===== src/rtl/chcfg_pkg.sv =====
package chcfg_pkg;

  typedef enum logic [2:0] {
    ST_IDLE,
    ST_RX,
    ST_RX_ACK,
    ST_TX,
    ST_TX_ACK
  } bus_st_t;

  typedef enum logic [1:0] {
    K_ADDR,
    K_IDX,
    K_DATA
  } rx_kind_t;

  // Address compare: fixed prefix concatenated with the strap bits.
  function automatic logic addr_hit(input logic [6:0] got,
                                    input logic [2:0] prefix,
                                    input logic [3:0] strap);
    return got == {prefix, strap};
  endfunction

  // Offset advance with natural wrap at the width of the pointer.
  function automatic logic [3:0] offs_next(input logic [3:0] p);
    return p + 4'd1;
  endfunction

endpackage


===== src/rtl/i2c_line_sync.sv =====
module i2c_line_sync #(
  parameter int SYNC = 2
) (
  input  logic clk,
  input  logic rst_n,
  input  logic scl_i,
  input  logic sda_i,
  output logic scl_s,
  output logic sda_s,
  output logic ev_scl_rise,
  output logic ev_scl_fall,
  output logic ev_start,
  output logic ev_stop
);
  logic [SYNC-1:0] scl_pipe;
  logic [SYNC-1:0] sda_pipe;
  logic            scl_q;
  logic            sda_q;

  always_ff @(posedge clk or negedge rst_n) begin
    if (!rst_n) begin
      scl_pipe <= '1;
      sda_pipe <= '1;
      scl_q    <= 1'b1;
      sda_q    <= 1'b1;
    end else begin
      scl_pipe <= {scl_pipe[SYNC-2:0], scl_i};
      sda_pipe <= {sda_pipe[SYNC-2:0], sda_i};
      scl_q    <= scl_pipe[SYNC-1];
      sda_q    <= sda_pipe[SYNC-1];
    end
  end

  assign scl_s       = scl_pipe[SYNC-1];
  assign sda_s       = sda_pipe[SYNC-1];
  assign ev_scl_rise = scl_s & ~scl_q;
  assign ev_scl_fall = ~scl_s & scl_q;
  assign ev_start    = scl_s & scl_q & sda_q & ~sda_s;
  assign ev_stop     = scl_s & scl_q & ~sda_q & sda_s;
endmodule


===== src/rtl/i2c_byte_engine.sv =====
module i2c_byte_engine
  import chcfg_pkg::*;
#(
  parameter logic [2:0] ADDR_PREFIX = 3'b111,
  parameter int         IDXW        = 4
) (
  input  logic            clk,
  input  logic            rst_n,
  input  logic            sda_s,
  input  logic            ev_scl_rise,
  input  logic            ev_scl_fall,
  input  logic            ev_start,
  input  logic            ev_stop,
  input  logic [3:0]      addr_strap,
  input  logic [7:0]      rd_data,
  output logic            sda_oe,
  output logic            wr_stb,
  output logic [IDXW-1:0] wr_idx,
  output logic [7:0]      wr_data,
  output logic [IDXW-1:0] ptr
);
  bus_st_t   st;
  rx_kind_t  kind;
  logic [7:0] sh;
  logic [7:0] tx;
  logic [3:0] cnt;
  logic       is_rd;
  logic       mack;

  always_ff @(posedge clk or negedge rst_n) begin
    if (!rst_n) begin
      st      <= ST_IDLE;
      kind    <= K_ADDR;
      sh      <= '0;
      tx      <= '0;
      cnt     <= '0;
      is_rd   <= 1'b0;
      mack    <= 1'b0;
      sda_oe  <= 1'b0;
      wr_stb  <= 1'b0;
      wr_idx  <= '0;
      wr_data <= '0;
      ptr     <= '0;
    end else begin
      wr_stb <= 1'b0;
      if (ev_stop) begin
        st     <= ST_IDLE;
        sda_oe <= 1'b0;
      end else if (ev_start) begin
        st     <= ST_RX;
        kind   <= K_ADDR;
        cnt    <= '0;
        sda_oe <= 1'b0;
      end else begin
        case (st)
          ST_RX: begin
            if (ev_scl_rise) begin
              sh  <= {sh[6:0], sda_s};
              cnt <= cnt + 4'd1;
            end else if (ev_scl_fall && cnt == 4'd8) begin
              cnt <= '0;
              case (kind)
                K_ADDR: begin
                  if (addr_hit(sh[7:1], ADDR_PREFIX, addr_strap)) begin
                    is_rd  <= sh[0];
                    st     <= ST_RX_ACK;
                    sda_oe <= 1'b1;
                  end else begin
                    st <= ST_IDLE;
                  end
                end
                K_IDX: begin
                  ptr    <= sh[IDXW-1:0];
                  st     <= ST_RX_ACK;
                  sda_oe <= 1'b1;
                end
                default: begin
                  wr_stb  <= 1'b1;
                  wr_idx  <= ptr;
                  wr_data <= sh;
                  ptr     <= ptr + 1'b1;
                  st      <= ST_RX_ACK;
                  sda_oe  <= 1'b1;
                end
              endcase
            end
          end
          ST_RX_ACK: begin
            if (ev_scl_fall) begin
              if (kind == K_ADDR && is_rd) begin
                st     <= ST_TX;
                tx     <= rd_data;
                cnt    <= '0;
                sda_oe <= ~rd_data[7];
              end else begin
                st     <= ST_RX;
                sda_oe <= 1'b0;
                kind   <= (kind == K_ADDR) ? K_IDX : K_DATA;
              end
            end
          end
          ST_TX: begin
            if (ev_scl_fall) begin
              if (cnt == 4'd7) begin
                st     <= ST_TX_ACK;
                sda_oe <= 1'b0;
                ptr    <= ptr + 1'b1;
              end else begin
                tx     <= {tx[6:0], 1'b0};
                cnt    <= cnt + 4'd1;
                sda_oe <= ~tx[6];
              end
            end
          end
          ST_TX_ACK: begin
            if (ev_scl_rise) begin
              mack <= ~sda_s;
            end else if (ev_scl_fall) begin
              if (mack) begin
                st     <= ST_TX;
                tx     <= rd_data;
                cnt    <= '0;
                sda_oe <= ~rd_data[7];
              end else begin
                st <= ST_IDLE;
              end
            end
          end
          default: begin
            sda_oe <= 1'b0;
          end
        endcase
      end
    end
  end
endmodule


===== src/rtl/chan_regfile.sv =====
module chan_regfile #(
  parameter int NCH      = 4,
  parameter int IDXW     = 4,
  parameter int PD_IDX   = 2,
  parameter int CFG_BASE = 3,
  parameter int BW       = 8
) (
  input  logic            clk,
  input  logic            rst_n,
  input  logic            clr_n,
  input  logic            wr_stb,
  input  logic [IDXW-1:0] wr_idx,
  input  logic [BW-1:0]   wr_data,
  input  logic [IDXW-1:0] rd_idx,
  output logic [BW-1:0]   rd_data,
  output logic [NCH-1:0]  pd_bits,
  output logic [NCH*BW-1:0] cfg_bytes
);
  localparam int              PD_LSB  = BW - NCH;
  localparam logic [IDXW-1:0] PD_SLOT = IDXW'(PD_IDX);

  logic [NCH-1:0] pd_q;
  logic [BW-1:0]  cfg_q [NCH];

  always_ff @(posedge clk or negedge rst_n) begin
    if (!rst_n) begin
      pd_q <= '0;
    end else if (!clr_n) begin
      pd_q <= '0;
    end else if (wr_stb && wr_idx == PD_SLOT) begin
      pd_q <= wr_data[BW-1:PD_LSB];
    end
  end

  for (genvar c = 0; c < NCH; c++) begin : g_cfg
    localparam logic [IDXW-1:0] SLOT = IDXW'(CFG_BASE + c);
    always_ff @(posedge clk or negedge rst_n) begin
      if (!rst_n) begin
        cfg_q[c] <= '0;
      end else if (!clr_n) begin
        cfg_q[c] <= '0;
      end else if (wr_stb && wr_idx == SLOT) begin
        cfg_q[c] <= wr_data;
      end
    end
    assign cfg_bytes[c*BW +: BW] = cfg_q[c];
  end

  always_comb begin
    rd_data = '0;
    if (rd_idx == PD_SLOT) begin
      rd_data[BW-1:PD_LSB] = pd_q;
    end
    for (int c = 0; c < NCH; c++) begin
      if (rd_idx == IDXW'(CFG_BASE + c)) begin
        rd_data = cfg_q[c];
      end
    end
  end

  assign pd_bits = pd_q;
endmodule


===== src/rtl/chan_cfg_mux.sv =====
module chan_cfg_mux #(
  parameter int NCH = 4,
  parameter int EQW = 4,
  parameter int FGW = 2,
  parameter int SWW = 2
) (
  input  logic                   mode_reg,
  input  logic                   cable_absent,
  input  logic [EQW-1:0]         pin_eq,
  input  logic [FGW-1:0]         pin_fg,
  input  logic [SWW-1:0]         pin_sw,
  input  logic [NCH-1:0]         pd_bits,
  input  logic [NCH*(EQW+FGW+SWW)-1:0] cfg_bytes,
  output logic [NCH*EQW-1:0]     ch_eq,
  output logic [NCH*FGW-1:0]     ch_fg,
  output logic [NCH*SWW-1:0]     ch_sw,
  output logic [NCH-1:0]         ch_pd
);
  localparam int BW = EQW + FGW + SWW;

  for (genvar c = 0; c < NCH; c++) begin : g_ch
    logic [BW-1:0] b;
    assign b = cfg_bytes[c*BW +: BW];
    assign ch_eq[c*EQW +: EQW] = mode_reg ? b[BW-1 -: EQW]   : pin_eq;
    assign ch_fg[c*FGW +: FGW] = mode_reg ? b[SWW +: FGW]    : pin_fg;
    assign ch_sw[c*SWW +: SWW] = mode_reg ? b[0 +: SWW]      : pin_sw;
    assign ch_pd[c]            = cable_absent | pd_bits[c];
  end
endmodule


===== src/rtl/chcfg_i2c_top.sv =====
module chcfg_i2c_top
  import chcfg_pkg::*;
#(
  parameter int NCH  = 4,
  parameter int EQW  = 4,
  parameter int FGW  = 2,
  parameter int SWW  = 2,
  parameter int IDXW = 4,
  parameter int SYNC = 2
) (
  input  logic               clk,
  input  logic               rst_n,
  input  logic               reg_rst_n,
  input  logic               scl_i,
  input  logic               sda_i,
  output logic               sda_oe,
  input  logic [3:0]         addr_strap,
  input  logic               mode_reg,
  input  logic               cable_absent,
  input  logic [EQW-1:0]     pin_eq,
  input  logic [FGW-1:0]     pin_fg,
  input  logic [SWW-1:0]     pin_sw,
  output logic [NCH*EQW-1:0] ch_eq,
  output logic [NCH*FGW-1:0] ch_fg,
  output logic [NCH*SWW-1:0] ch_sw,
  output logic [NCH-1:0]     ch_pd
);
  localparam int BW = EQW + FGW + SWW;

  // Internal events, exposed by name for the checker.
  logic            scl_s, sda_s;
  logic            ev_scl_rise, ev_scl_fall, ev_start, ev_stop;
  logic            wr_stb;
  logic [IDXW-1:0] wr_idx;
  logic [BW-1:0]   wr_data;
  logic [IDXW-1:0] ptr;
  logic [BW-1:0]   rd_data;
  logic [NCH-1:0]  pd_bits;
  logic [NCH*BW-1:0] cfg_bytes;
  logic [NCH*BW+NCH-1:0] state_flat;
  logic            scl_unused;

  i2c_line_sync #(.SYNC(SYNC)) u_sync (
    .clk(clk), .rst_n(rst_n), .scl_i(scl_i), .sda_i(sda_i),
    .scl_s(scl_s), .sda_s(sda_s),
    .ev_scl_rise(ev_scl_rise), .ev_scl_fall(ev_scl_fall),
    .ev_start(ev_start), .ev_stop(ev_stop)
  );

  i2c_byte_engine #(.ADDR_PREFIX(3'b111), .IDXW(IDXW)) u_eng (
    .clk(clk), .rst_n(rst_n), .sda_s(sda_s),
    .ev_scl_rise(ev_scl_rise), .ev_scl_fall(ev_scl_fall),
    .ev_start(ev_start), .ev_stop(ev_stop),
    .addr_strap(addr_strap), .rd_data(rd_data),
    .sda_oe(sda_oe), .wr_stb(wr_stb), .wr_idx(wr_idx),
    .wr_data(wr_data), .ptr(ptr)
  );

  chan_regfile #(.NCH(NCH), .IDXW(IDXW), .PD_IDX(2), .CFG_BASE(3), .BW(BW)) u_rf (
    .clk(clk), .rst_n(rst_n), .clr_n(reg_rst_n),
    .wr_stb(wr_stb), .wr_idx(wr_idx), .wr_data(wr_data),
    .rd_idx(ptr), .rd_data(rd_data),
    .pd_bits(pd_bits), .cfg_bytes(cfg_bytes)
  );

  chan_cfg_mux #(.NCH(NCH), .EQW(EQW), .FGW(FGW), .SWW(SWW)) u_mux (
    .mode_reg(mode_reg), .cable_absent(cable_absent),
    .pin_eq(pin_eq), .pin_fg(pin_fg), .pin_sw(pin_sw),
    .pd_bits(pd_bits), .cfg_bytes(cfg_bytes),
    .ch_eq(ch_eq), .ch_fg(ch_fg), .ch_sw(ch_sw), .ch_pd(ch_pd)
  );

  assign state_flat = {pd_bits, cfg_bytes};
  assign scl_unused = scl_s;
endmodule


===== config.mk =====
export PLATFORM = sky130hd
export DESIGN_NAME = chcfg_i2c_top
export DESIGN_NICKNAME = d
export VERILOG_FILES = /design/src/rtl/chcfg_pkg.sv /design/src/rtl/i2c_line_sync.sv /design/src/rtl/i2c_byte_engine.sv /design/src/rtl/chan_regfile.sv /design/src/rtl/chan_cfg_mux.sv /design/src/rtl/chcfg_i2c_top.sv
export SDC_FILE = /design/constraint.sdc
export NUM_CORES = 1
export LEC_CHECK = 0
export ABC_AREA = 1
export CAP_MARGIN = 20
export CORE_MARGIN = 2
export CORE_UTILIZATION = 60
export DETAILED_ROUTE_END_ITERATION = 12
export DONT_BUFFER_PORTS = 1
export GPL_ROUTABILITY_DRIVEN = 0
export PLACE_DENSITY = 0.76
export SYNTH_ARGS = -nofsm -noshare
export SYNTH_HDL_FRONTEND = slang
export SYNTH_SLANG_ARGS = --single-unit

===== constraint.sdc =====
create_clock -name clk -period 4.2 [get_ports clk]
set_input_delay 1.05 -clock clk [delete_from_list [all_inputs] [get_ports clk]]
set_output_delay 1.05 -clock clk [all_outputs]
set_load 0.01 [all_outputs]

# Word level (Yosys, flattened, before mapping)
# Cells that the tools add are included.
op_classes:
  n_mux: 91
  div: 0
  n_eq_ne: 52
  n_addsub: 2
  multipliers: 0
  reduce_logical: 25
  n_bitwise: 21
  n_lt_le_gt_ge: 0
  shifts: 0
ops:
  columns: ["operator", "count"]
  rows:
  - ["$mux 8", 12]
  - ["$mux 4", 21]
  - ["$mux 7", 7]
  - ["$mux 2", 17]
  - ["$eq 4x3->1 const B", 7]
  - ["$ne 4x3->1 const B", 7]
  - ["$mux 3", 9]
  - ["$ne 2x1->1 const B", 12]
  - ["$reduce_and 8->1", 3]
  - ["$pmux 7 s3", 1]
  - ["$reduce_and 10->1", 2]
  - ["$mux 1", 19]
  - ["$eq 4x2->1 const B", 4]
  - ["$pmux 4 s2", 2]
  - ["$pmux 4 s4", 1]
  - ["$ne 3x2->1 const B", 5]
  - ["$pmux 3 s4", 1]
  - ["$reduce_and 4->1", 3]
  - ["$ne 2x2->1 const B", 5]
  - ["$not 1->1", 10]
  - ["$add 4x1->4 const B", 2]
  - ["$ne 4x4->1 const B", 2]
  - ["$and 1x1->1", 7]
  - ["$eq 7x7->1", 1]
  - ["18 further kinds", 31]
totals:
  output_inout_bits: 37
  wordCells: 212
  inputBits: 19
  memories: 0
  latchBits: 0
  mem_bits_ro: 0
  ff_bits: 86
  mem_bits_rw: 0

# Depth between registers and ports, before layout
# Gate-level depths: netlist (run 1).
logic_depth:
  depth_word: 13
  depth_mapped: 12
  ltp_nobuf: 12

# Cells and area by module
# A second synthesis (run 1) with hierarchy kept.
unflattened:
  hier_cells: 623
  hier_area_um2: 4860.9
modules_own_cells:
  columns: ["mod", "n_inst", "area_per_inst_um2", "seq_area_each_um2", "cells_per_inst"]
  rows:
  - ["i2c_byte_engine", 1, 2371.0, 1101.1, 301]
  - ["chan_regfile", 1, 1823.0, 900.9, 224]
  - ["chan_cfg_mux", 1, 467.9, 0.0, 81]
  - ["i2c_line_sync", 1, 198.9, 157.7, 17]

# Worst setup path after synthesis (run 1)
# No wires, ideal clock.
synth_timing:
  path_type: "input to output"
  startpoint: "in mode_reg"
  endpoint: "out ch_eq[0]"
  path_stages: 4
  path_slack_ns: 1.505
  required_time_ns: 3.150
  t_arrival_ns: 1.645
  path_buffers: 1
  path_cell_list: "inv_1 -> clkbuf_1 -> nand2_1 -> o21ai_0"
synth_via:
  elab_chain_cells: 1
synth_lines:
  columns: ["element", "line", "text"]
  rows:
  - ["start: declaration", "chcfg_i2c_top.sv:18", "input logic mode_reg,"]
  - ["$mux 4", "chan_cfg_mux.sv:24", "assign ch_eq[c*EQW +: EQW] = mode_reg ? b[BW-1 -: EQW] : pin_eq;"]
  - ["end: declaration", "chcfg_i2c_top.sv:23", "output logic [NCH*EQW-1:0] ch_eq,"]
# No other way between the ends.

# Worst setup path after layout (run 1)
layout_timing:
  startpoint: "in mode_reg"
  endpoint: "out ch_eq[15]"
# Same word-level chain as after synthesis.

==> impl_metrics.csv, run 1 <==
group,metric,value,unit
worst_setup_path,crit_cells,3,
global_route,grt_pass1_wl,17660,um
sta,holdWs,0.3595,ns
placement,io_buffers,0,
synth,synthCells,627,
sta,drv_slew,0,
power_and_ir_drop,p_leak,2.360,nW
worst_setup_path,critPathMaxStageDelay,0.66,ns
floorplanning,coreArea,7292,sq um
clock_network,clock_latency,0.36,ns
synth,synth_adder_area_share,1.646,%
worst_setup_path,worstPathArrival,2.45,ns
clock_network,post_cts_resize_count,0,
detailed_routing,finalWirelength,10670,um
synth,syn_avg_cell_area,7.274,sq um
worst_setup_path,worstPathRequired,3.15,ns
clock_network,htreeDepth,3,
floorplanning,dieArea,8315,sq um
cells_and_area,fin_util,65.87,%
clock_network,ctsHoldBuffers,0,
worst_setup_path,reg2reg_slack,1.72,ns
clock_network,cts_tree,"built",
global_route,grt_pass1_vias,3569,
clock_network,cts.sinks,86,
clock_network,clk_path_buf_depth,2,
synth,synthArstFlopShare,100.0,%
clock_network,cts_buffers,9,
synth,synth_edf_count,0,
sta,setup_violations,0,
clock_network,clk_pin_slew,0.08,ns
run_status,status,"completed",
cells_and_area,num_antenna_cells,0,
detailed_routing,first_iter_violations,381,
worst_setup_path,cp_max_fo,40,
global_route,grt_start_max_net_pins,87,
synth,synth-simple-area-share,27.52,%
synth,synth_compound_area_share,13.88,%
worst_setup_path,timing.rr.start,"u_sync.sda_pipe[1]$_DFF_PN1_",
sta,min_period,3.504,ns
worst_setup_path,crit_family,"buffers and inverters",
power_and_ir_drop,vdd_drop_max,0.0002360,V
synth,synth_cell_type_count,29,
sta,fmax,0.2854,GHz
sta,fin_ws,0.6964,ns
worst_setup_path,worstRegToRegCells,7,
detailed_routing,drt-pass1-iter-count,5,
synth,yosysTopAreaCell,"dfrtp_1",
synth,synth_top_area_share,43.90,%
cells_and_area,nets,647,
global_route,grt_antenna_before_repair,0,
detailed_routing,antenna_left,0,
sta,rsz0062_at_grt,"no",
synth,ys.flop_type,"dfrtp_1",
placement,post-place-ws,0.7115,ns
synth,synth_top_family_by_area,"simple AND/OR/NAND/NOR gates",
worst_setup_path,cp_cell_sequence,"inv_1 -> nand2_1 -> o21ai_0",
synth,muxShareOfSynthArea,0,%
cells_and_area,area_growth,5.322,%
synth,synth_top_cells_by_area,"dfrtp_1 44%, nand2_1 17%, o21ai_0 11%",
min_path,hp-class,"reg2reg",
global_route,grt_overflow_total,0,
cells_and_area,drive_gt1_share,4.792,%
worst_setup_path,worstSetupStartpointType,"input pin",
floorplanning,initial_core_util,62.54,%
worst_setup_path,endpoint_kind,"output pin",
placement,dp_hpwl,7630,um
synth,ys_seq_area_share,47.35,%
sta,tightestPinTransition,1.049,ns
sta,finClkSkew,0.009650,ns
synth,yosys_warnings,0,
synth,synth_common_cells,"202 x nand2_1, 102 x o21ai_0, 89 x inv_1",
min_path,min_path_cells,0,
synth,synth.most_common_cell,"nand2_1",
synth,ys_ff_latch,86,
detailed_routing,vias,4090,
clock_network,clock-root-buffer,"clkbuf_8",
floorplanning,io_pins,56,
worst_setup_path,r2r_end,"u_eng.wr_idx[2]$_DFFE_PN0P_",
synth,synthXorXnorAreaFrac,0.5761,%
detailed_routing,post_drt_wl_per_cell,14.72,um
min_path,hold_end,"u_sync.scl_pipe[1]$_DFF_PN1_",
cells_and_area,fin_area,4803,sq um
synth,syn_area,4561,sq um
sta,hold_viol,0,
sta,slew_headroom,29.63,%
detailed_routing,drc_errors,0,
worst_setup_path,critPathBufInv,1,
detailed_routing,viasPerCell,5.641,
floorplanning,die_y,91.19,um
worst_setup_path,slowest_stage,"inv_1",
job,cap_violations,0,
power_and_ir_drop,p_per_area,487.9,nW/um^2
sta,fin_crit_sh,83.42,%
floorplanning,fp-row-count,31,
global_route,grtUsageTotal,27.01,%
sta,setup_tns,0,ns
floorplanning,die_x,91.19,um
synth,syn_nets,652,
placement,place_area,4614,sq um
worst_setup_path,criticalPathCategory,"in2out",
min_path,hp-start,"u_sync.scl_pipe[0]$_DFF_PN1_",
clock_network,post-cts-setup-buffer-count,0,
==> area by class of cell <==
| type | instances | area, sq um |
|---|---|---|
| clock inverters | 5 | 61.31 |
| multi-input cells | 434 | 1989 |
| clock buffers | 10 | 127.6 |
| well taps | 99 | 123.9 |
| fillers | 660 | 2489 |
| flip-flops and latches | 86 | 2160 |
| inverters | 91 | 341.6 |
==> worst max path at each step <==
stage	end	slack (ns)	start
after floorplan	ch_eq[0]	1.50	mode_reg
after global placement	ch_eq[15]	0.80	mode_reg
after detailed placement	ch_eq[15]	0.71	mode_reg
after CTS	ch_eq[15]	0.71	mode_reg
after global routing	ch_eq[15]	0.55	mode_reg
final	ch_eq[15]	0.70	mode_reg
==> metal layers <==
| metal | vias to the layer above | GRT usage (%) | part of all wire, % |
|---|---|---|---|
| met5 | - | 0 | 0 |
| met4 | 0 | 11.49 | 2.6 |
| met3 | 21 | 3.817 | 7.1 |
| met2 | 178 | 41.60 | 46 |
| met1 | 1904 | 38.54 | 44 |
| li1 | 1987 | - | - |
==> cell families (layout without fill, tap and decap cells) <==
| kind of cell | after synthesis | count (layout) |
|---|---|---|
| AOI/OAI and AO/OA | 121 | 121 |
| xor gates and xnor gates | 3 | 3 |
| adders and majority gates | 6 | 6 |
| buffers and inverters | 107 | 106 |
| DFF | 86 | 86 |
| and+or+nand+nor | 304 | 304 |
==> stage by stage <==
step	cells	power [mW]
2_1_floorplan	627	1.613
3_3_place_gp	710	1.747
3_5_place_dp	710	1.769
4_1_cts	725	2.338
5_1_grt	725	2.515
6_report	725	2.343
==> placed cells by master (no fill, tap or decap), drive strengths merged, types with 6 or more instances in the layout <==
master  count
a21oi       7
clkbuf     10
dfrtp      80
dfstp       6
ha          6
inv        91
nand2     205
nand3      45
nand4      11
nor2       39
o21ai     106
==> registers in the layout (all words and copies together) (netlist names) <==
signal,flops
u_eng.sh,8
u_eng.mack,1
u_sync.scl_q,1
u_eng.wr_data,8
u_eng.tx,7
u_eng.wr_idx,4
u_sync.scl_pipe,2
u_sync.sda_q,1
u_rf.cfg_bytes,32
u_rf.pd_bits,4
u_eng.sda_oe,1
u_sync.sda_pipe,2
u_eng.ptr,4
u_eng.is_rd,1
u_eng.wr_stb,1
u_eng.kind,2
u_eng.st,3
u_eng.cnt,4
==> where the power goes <==
part | internal (mW) | switching, mW | total (mW) | leakage, nW
clock | 0.273 | 0.300 | 0.572 | 0.0846
sequential | 0.923 | 0.0975 | 1.02 | 1.16
combinational | 0.233 | 0.517 | 0.750 | 1.11
Power figures use the tool's default switching activity.
==> run 2, diff against run 1 <==
--- a/config.mk
+++ b/config.mk
@@ -8,11 +8,11 @@
 export ABC_AREA = 1
 export CAP_MARGIN = 20
 export CORE_MARGIN = 2
-export CORE_UTILIZATION = 60
+export CORE_UTILIZATION = 57
 export DETAILED_ROUTE_END_ITERATION = 12
 export DONT_BUFFER_PORTS = 1
 export GPL_ROUTABILITY_DRIVEN = 0
-export PLACE_DENSITY = 0.76
+export PLACE_DENSITY = 0.75
 export SYNTH_ARGS = -nofsm -noshare
 export SYNTH_HDL_FRONTEND = slang
 export SYNTH_SLANG_ARGS = --single-unit
==> constraint.sdc (replaced) <==
create_clock -name clk -period 3.2 [get_ports clk]
set_input_delay 0.8 -clock clk [delete_from_list [all_inputs] [get_ports clk]]
set_output_delay 0.8 -clock clk [all_outputs]
set_load 0.01 [all_outputs]
==> run 2 against run 1 <==
Non-clock buffer count is 4 higher; global-route usage is 0.64 points lower; wire length is 0.37% higher; die area is 5.0% higher; final cell count is 1.1% higher; clock skew is 0.0038 ns higher; critical path type unchanged; power is 36% higher; clock-buffer cell count is 1 higher.
==> impl_metrics.csv, run 2 (synthesized netlist as in run 1, its figures left out) <==
group,metric,value,unit
run_status,status,"completed",
global_route,grt_pass1_wl,17890,um
placement,io_buffers,0,
sta,rsz0062_at_grt,"no",
power_and_ir_drop,p_per_area,653.3,nW/um^2
sta,fin_crit_sh,71.07,%
global_route,grt_pass1_vias,3837,
floorplanning,die_y,93.45,um
sta,fmax,0.4397,GHz
clock_network,clk_path_buf_depth,2,
worst_setup_path,endpoint_kind,"output pin",
power_and_ir_drop,vdd_drop_max,0.0003886,V
clock_network,ctsHoldBuffers,0,
min_path,hp-class,"in2async",
power_and_ir_drop,p_leak,2.404,nW
clock_network,post_cts_resize_count,0,
global_route,grt_antenna_before_repair,0,
placement,post-place-ws,0.9471,ns
cells_and_area,area_growth,6.804,%
clock_network,cts_buffers,9,
sta,fin_ws,0.9257,ns
placement,dp_hpwl,7762,um
floorplanning,die_x,93.45,um
cells_and_area,instances_no_fill,733,
cells_and_area,num-fill-cells,695,
detailed_routing,post_drt_wl_per_cell,14.62,um
clock_network,clock-root-buffer,"clkbuf_8",
detailed_routing,antenna_left,0,
global_route,grt_overflow_total,0,
global_route,grt_start_max_net_pins,87,
detailed_routing,drt-pass1-iter-count,5,
cells_and_area,fin_util,63.03,%
worst_setup_path,criticalPathCategory,"in2out",
detailed_routing,vias,4057,
detailed_routing,finalWirelength,10710,um
global_route,grtUsageTotal,26.37,%
sta,setup_violations,0,
clock_network,post-cts-setup-buffer-count,0,
floorplanning,initial_core_util,59.02,%
clock_network,cts.sinks,86,
sta,finClkSkew,0.01348,ns
floorplanning,fp-row-count,32,
cells_and_area,final_cell_mix,"202 x nand2_1, 102 x o21ai_0, 89 x inv_1",
worst_setup_path,worstSetupStartpointType,"input pin",
cells_and_area,drive_gt1_share,5.547,%
sta,min_period,2.274,ns
cells_and_area,largest_reg_flops,32,
floorplanning,coreArea,7727,sq um
sta,holdWs,0.1097,ns
job,cap_violations,0,
sta,tightestPinTransition,1.089,ns
cells_and_area,num_antenna_cells,0,
cells_and_area,register_area,2160,sq um
power_and_ir_drop,power.total,3.182,mW
worst_setup_path,worstRegToRegCells,9,
cells_and_area,fin_area,4871,sq um
sta,drv_slew,0,
cells_and_area,mostFrequentLayoutCell,"nand2_1",
floorplanning,dieArea,8733,sq um
clock_network,clk_pin_slew,0.10,ns
detailed_routing,drc_errors,0,
cells_and_area,nets,651,
sta,setup_tns,0,ns
worst_setup_path,worstPathRequired,2.40,ns
clock_network,clock_latency,0.37,ns
sta,hold_viol,0,
detailed_routing,first_iter_violations,281,
placement,dp.cells,716,
detailed_routing,viasPerCell,5.535,
clock_network,cts_tree,"built",
sta,slew_headroom,26.91,%
clock_network,htreeDepth,3,
worst_setup_path,cp_max_fo,22,
placement,place_area,4641,sq um
worst_setup_path,worstPathArrival,1.47,ns
floorplanning,io_pins,56,
cells_and_area,multi_input_area,1989,sq um
run 2: changes by cell type in the layout (fill, tap and decap cells not counted), sizes merged:
| cell | change |
|---|---|
| clkbuf | +1 |
| clkinvlp | -2 |
| inv | +1 |
| bufinv | +1 |
| buf | +4 |
run 2: path summary, 6_finish.rpt:
path	start	end	slack (ns)
setup / recovery	mode_reg	ch_eq[2]	0.93
setup reg to reg	u_eng.ptr[0]$_DFFE_PN0P_	u_eng.tx[1]$_DFFE_PN0P_	1.12
hold / removal	rst_n	u_rf.cfg_bytes[13]$_DFFE_PN0P_	0.11
min in group clk	u_sync.sda_pipe[0]$_DFF_PN1_	u_sync.sda_pipe[1]$_DFF_PN1_	0.36
max in group asynchronous	rst_n	u_sync.sda_q$_DFF_PN1_	2.85
hold reg to reg	u_sync.sda_pipe[0]$_DFF_PN1_	u_sync.sda_pipe[1]$_DFF_PN1_	0.36
run 2: final cells by class:
| cell class | instances | area share (%) |
|---|---|---|
| Sequential cell | 86 | 44.34 |
| Multi-Input combinational cell | 434 | 40.84 |
| Inverter | 91 | 7.013 |
| Clock buffer | 11 | 2.903 |
| Tap cell | 102 | 2.620 |
| Clock inverter | 5 | 1.670 |
| Timing Repair Buffer | 4 | 0.6165 |
run 2: metal layers:
metal | global-route usage, % | routed length [um]
met1 | 35.21 | 4840
met5 | 0 | 0
met2 | 42.81 | 4977
met4 | 11.64 | 321
met3 | 3.868 | 575
run 2: critical path: stages:
cell and delay [ns]:
inv_1 0.03, buf_4 0.19, o21ai_0 0.45
run 2: where the power goes:
group | leakage [nW] | switching, mW | total (mW) | internal (mW)
clock | 0.110 | 0.397 | 0.860 | 0.463
combinational | 1.13 | 0.672 | 0.980 | 0.308
sequential | 1.16 | 0.131 | 1.34 | 1.21
